[src/rtl/vec_bytemover.sv]
module vec_bytemover #(
  parameter int ADDR_W     = 32,
  parameter int VBYTES     = 32,
  parameter int PAGE_BYTES = 4096
) (
  input  logic                  clk,
  input  logic                  rst_n,
  input  logic                  req_valid,
  input  logic                  req_store,
  input  logic                  req_indexed,
  input  logic [ADDR_W-1:0]     req_base,
  input  logic [ADDR_W-1:0]     req_index,
  input  logic [11:0]           req_offset,
  input  logic [VBYTES*8-1:0]   req_wdata,
  output logic                  busy,
  output logic                  done,
  output logic                  fault,
  output logic [ADDR_W-1:0]     fault_addr,
  output logic                  ld_wr,
  output logic [VBYTES*8-1:0]   ld_data,
  output logic                  probe_req,
  output logic [ADDR_W-1:0]     probe_addr,
  input  logic                  probe_ack,
  input  logic                  probe_fault,
  output logic                  mem_req,
  output logic                  mem_we,
  output logic [ADDR_W-1:0]     mem_addr,
  output logic [7:0]            mem_wbyte,
  input  logic                  mem_ack,
  input  logic                  mem_err,
  input  logic [7:0]            mem_rbyte
);
  localparam int DATA_W = VBYTES * 8;
  localparam int BW     = $clog2(VBYTES);
  localparam int PG_W   = $clog2(PAGE_BYTES);

  typedef enum logic [1:0] {S_IDLE, S_PRB_LO, S_PRB_HI, S_MOVE} st_t;

  st_t               st_q;
  logic [ADDR_W-1:0] ea_q, req_ea, next_page;
  logic [BW-1:0]     beat_q;
  logic              store_q;
  logic [DATA_W-1:0] wdata_q, buf_q;
  logic [PG_W:0]     span_end;
  logic              crosses, last_beat;

  assign req_ea    = req_indexed ? req_base + req_index
                                 : req_base + {{(ADDR_W-12){req_offset[11]}}, req_offset};
  assign span_end  = {1'b0, req_ea[PG_W-1:0]} + (PG_W+1)'(VBYTES-1);
  assign crosses   = span_end >= (PG_W+1)'(PAGE_BYTES);
  assign next_page = {ea_q[ADDR_W-1:PG_W], {PG_W{1'b0}}} + ADDR_W'(PAGE_BYTES);
  assign last_beat = beat_q == BW'(VBYTES-1);

  assign busy       = st_q != S_IDLE;
  assign probe_req  = (st_q == S_PRB_LO) || (st_q == S_PRB_HI);
  assign probe_addr = (st_q == S_PRB_HI) ? next_page : ea_q;
  assign mem_req    = st_q == S_MOVE;
  assign mem_we     = mem_req & store_q;
  assign mem_addr   = ea_q + ADDR_W'(beat_q);
  assign mem_wbyte  = wdata_q[{beat_q, 3'b000} +: 8];
  assign ld_data    = buf_q;

  always_ff @(posedge clk) begin
    if (!rst_n) begin
      st_q       <= S_IDLE;
      ea_q       <= '0;
      beat_q     <= '0;
      store_q    <= 1'b0;
      wdata_q    <= '0;
      buf_q      <= '0;
      done       <= 1'b0;
      fault      <= 1'b0;
      fault_addr <= '0;
      ld_wr      <= 1'b0;
    end else begin
      done  <= 1'b0;
      fault <= 1'b0;
      ld_wr <= 1'b0;
      case (st_q)
        S_IDLE: if (req_valid) begin
          ea_q    <= req_ea;
          store_q <= req_store;
          wdata_q <= req_wdata;
          beat_q  <= '0;
          st_q    <= (req_store && crosses) ? S_PRB_LO : S_MOVE;
        end
        S_PRB_LO, S_PRB_HI: if (probe_ack) begin
          if (probe_fault) begin
            fault      <= 1'b1;
            done       <= 1'b1;
            fault_addr <= probe_addr;
            st_q       <= S_IDLE;
          end else begin
            st_q <= (st_q == S_PRB_LO) ? S_PRB_HI : S_MOVE;
          end
        end
        S_MOVE: if (mem_ack) begin
          if (mem_err) begin
            fault      <= 1'b1;
            done       <= 1'b1;
            fault_addr <= mem_addr;
            st_q       <= S_IDLE;
          end else begin
            if (!store_q) buf_q[{beat_q, 3'b000} +: 8] <= mem_rbyte;
            if (last_beat) begin
              done  <= 1'b1;
              ld_wr <= !store_q;
              st_q  <= S_IDLE;
            end else begin
              beat_q <= beat_q + 1'b1;
            end
          end
        end
        default: st_q <= S_IDLE;
      endcase
    end
  end
endmodule

[config.mk]
export PLATFORM = sky130hd
export DESIGN_NAME = vec_bytemover
export DESIGN_NICKNAME = d
export VERILOG_FILES = /design/src/rtl/vec_bytemover.sv
export SDC_FILE = /design/constraint.sdc
export NUM_CORES = 2
export LEC_CHECK = 0
export ABC_AREA = 1
export BUFFER_PORTS_ARGS = -buffer_cell sky130_fd_sc_hd__buf_2
export CAP_MARGIN = 10
export CELL_PAD_IN_SITES_DETAIL_PLACEMENT = 0
export CELL_PAD_IN_SITES_GLOBAL_PLACEMENT = 2
export CORE_UTILIZATION = 29
export DETAILED_ROUTE_END_ITERATION = 10
export GPL_ROUTABILITY_DRIVEN = 0
export GPL_TIMING_DRIVEN = 1
export PLACE_DENSITY = 0.88
export SLEW_MARGIN = 10
export SYNTH_ARGS = -nofsm -noshare
export SYNTH_HDL_FRONTEND = slang
export SYNTH_SLANG_ARGS = --single-unit
[constraint.sdc]
create_clock -name clk -period 3.71 [get_ports clk]
set_clock_uncertainty 0.05 [all_clocks]
set_input_delay 0.1855 -clock clk [delete_from_list [all_inputs] [get_ports clk]]
set_output_delay 0.1855 -clock clk [all_outputs]
set_load 0.02 [all_outputs]
==> results_dict.tcl <==
set metrics [dict create \
    root_buffer "clkbuf_16" \
    drc 0 \
    cts_buffers 70 \
    wl_met2_um 56600 \
    first_pass_iters 6 \
    max_slew_margin_pct 30.7 \
    period_minus_slack_ns 3.50 \
    htree_levels 3 \
    syn-mean-instance-area_um2 6.95 \
    r2r_start "beat_q[0]$_SDFFE_PN0P_" \
    seq_area_frac_synth_pct 43.2 \
    leakagePower_nw 16.9 \
    detail_route.wl_per_cell_um 19.5 \
    post_cts_buffers 0 \
    hp-class "input port to flop" \
    hold_violations 0 \
    crit_path_end_kind "primary output" \
    avgViaCountPerCell 4.87 \
    worstPathCellList "buf_4 > o21ai_0 > o22ai_1 > nand2_1 > nand3_1 > a21oi_1 > a21oi_1 > buf_2" \
    critPathKind "flop to primary output" \
    cts_tree "done" \
    tns_ns 0 \
    synth_ff_type "dfxtp_1" \
    async_reset_ff_share_pct 0 \
    dieArea_mm2 0.0951 \
    rsz0062_at_grt "false" \
    slowest_delay_ns 0.53 \
    core_area_mm2 0.0924 \
    period_share_pct 94.4 \
    fmax_mhz 286 \
    die_h_um 308 \
    arrival_ns 3.27 \
    dp_slack_ns 0.526 \
    hold_path_depth 4 \
    netlist_area_mm2 0.0272 \
    nFillCells 9897 \
    start_kind "flop" \
    worst-r2r-setup-slack_ns 0.80 \
    drive_gt1_share_pct 19.0 \
    min_to "st_q[0]$_SDFFE_PN0P_" \
    timing.critical_path.mode_cell "a21oi_1" \
    rows 111 \
    grt_max_degree 155 \
    setup_ws_ns 0.209 \
    p_per_area_mw_per_mm2 664 \
    cp_slowest_cell "buf_4" \
    ys_seq_elements 587 \
    antenna_found_initial 9 \
    wl_um 118000 \
    grt_pass1_wl_um 175000 \
    maxSlewViolCount 0 \
    clk_pin_slew_ns 0.06 \
    port_buffers 715 \
    crit_path_max_fanout 53 \
    ir_worst_vdd_v 0.000456 \
    setup_viol 0 \
    yosys_warnings 0 \
    numClockSinks 587 \
    m1WireLength_um 51400 \
    top_layer "met5" \
    synth_edf_count 0 \
    grt_usage_pct 24.0 \
    drt_iter0_drc 2310 \
    die_x_um 308 \
    met3_wirelength_um 7220 \
    grt_pass1_vias 28000 \
    reg2reg_to "ld_data[134]$_SDFFE_PN0P_" \
    pin_count 716 \
    area_growth_pct 35.7 \
    layout.nets 5164 \
    outcome "complete, no violations" \
    insertion_delay_ns 0.63 \
    required_ns 3.47 \
    synthCells 3917 \
    ant_nets 0 \
    clockBufferDepth 3 \
    synth.distinct_cells 43 \
    worstHoldStart "probe_fault" \
    cap_violations 0 \
    route.vias.total 29500 \
    worst_pin_slew_ns 1.04 \
    rr_worst_depth 9 \
    gr-total-overflow 0 \
    hpwl_um 88100 \
    syn-num-nets 4315 \
    initial_core_util_pct 29.5 \
]
[critical path: cells and delay by family, from the launching register on]
family	cells	cell delay [ns]
DFF	1	0.50
buffers and inverters	2	0.76
AOI/OAI and AO/OA	4	0.92
and+or+nand+nor	2	0.40
[worst max path at each step]
stage	cells past startpoint	endpoint	start
global placement	15	ea_q[25]$_SDFFE_PN0P_	req_indexed
finish	8	mem_wbyte[2]	beat_q[0]$_SDFFE_PN0P_
CTS	9	mem_addr[14]	beat_q[0]$_SDFFE_PN0P_
global route	9	mem_addr[14]	beat_q[0]$_SDFFE_PN0P_
floorplan	13	fault_addr[22]$_SDFFE_PN0P_	beat_q[1]$_SDFFE_PN0P_
detailed placement	15	ea_q[25]$_SDFFE_PN0P_	req_indexed
[power breakdown]
part	internal, mW	leakage (nW)	total, mW	switching [mW]
Combinational	2.77	10.9	9.22	6.46
Sequential	7.34	4.79	8.08	0.739
Clock	4.27	1.18	7.22	2.96
Total	14.4	16.9	24.5	10.1
[area by class of cell]
type / count / area [um2] / area share (%)
timing repair buffer: 1021 / 6710 / 18.2
clock inverter: 26 / 449 / 1.22
clock buffer: 100 / 1980 / 5.35
antenna: 6 / 15.0 / 0.0407
inverter: 278 / 1050 / 2.85
multi-input combinational: 2808 / 13400 / 36.3
tap: 1243 / 1560 / 4.21
sequential: 587 / 11800 / 31.9
[sequential cells by signal (all words and copies together) (netlist names)]
signal,count
store_q,1
beat_q,5
ld_wr,1
ld_data,256
fault,1
st_q,2
done,1
wdata_q,256
ea_q,32
fault_addr,32
[per-layer routing]
metal | vias up | global-route usage, %
met5 | - | 0
met4 | 2 | 7.38
met3 | 152 | 4.07
met2 | 984 | 40.8
met1 | 13700 | 30.8
li1 | 14600 | -
[cell usage after synthesis, types with 30 or more instances]
master	number	share of area, %
nand2_1	489	6.7
clkbuf_1	192	2.6
nor3_1	30	0.55
xor2_1	33	1.1
dfxtp_1	587	43
a21oi_1	361	6.6
inv_1	265	3.7
nand3_1	134	2.5
ha_1	47	2.2
nor2_1	845	12
o21ai_0	652	12
o22ai_1	64	1.5
[metrics by stage]
step / utilization [%] / cells / hold WS (ns) / area, um2 / power, mW
3_5_place_dp: 34.4 / 5669 / 0.391 / 31800 / 17.2
2_1_floorplan: - / 3917 / 0.276 / 27200 / 13.6
4_1_cts: 39.9 / 6063 / 0.0145 / 36900 / 24.7
3_3_place_gp: 34.4 / 5669 / 0.385 / 31800 / 17.2
5_1_grt: 40.0 / 6068 / 0.0227 / 36900 / 26.0
6_report: 40.0 / 6069 / 0.0549 / 36900 / 24.5
[repair_timing]
item / CTS / global route
setup endpoints to repair: 2 / 2
endpoints found under the hold margin: 294 / 0
resized for setup: 1 / 1
hold buffers: 268 / 0
[cells by family after synthesis]
group           after synthesis  synth area share (%)
compound gates             1158                  22.1
xor+xnor                     36                  1.19
fa+ha+maj                    49                  2.31
buf+inv                     522                  7.67
flops                       587                  43.2
simple gates               1565                  23.5
[cells in the final DEF (no fill, tap or decap), types with 21 or more instances in the layout]
cell type / n
nand4_1: 22
buf_2: 714
nor2_4: 21
dfxtp_1: 585
inv_1: 263
xor2_1: 33
ha_1: 46
buf_4: 26
a21oi_1: 361
dlygate4sd3_1: 268
nand3_1: 134
a211oi_1: 24
clkbuf_16: 71
nand2_1: 488
o21ai_0: 651
o21ai_1: 25
nor3_1: 30
o22ai_1: 64
nor2_1: 844
(Power assumes the default switching activity.)
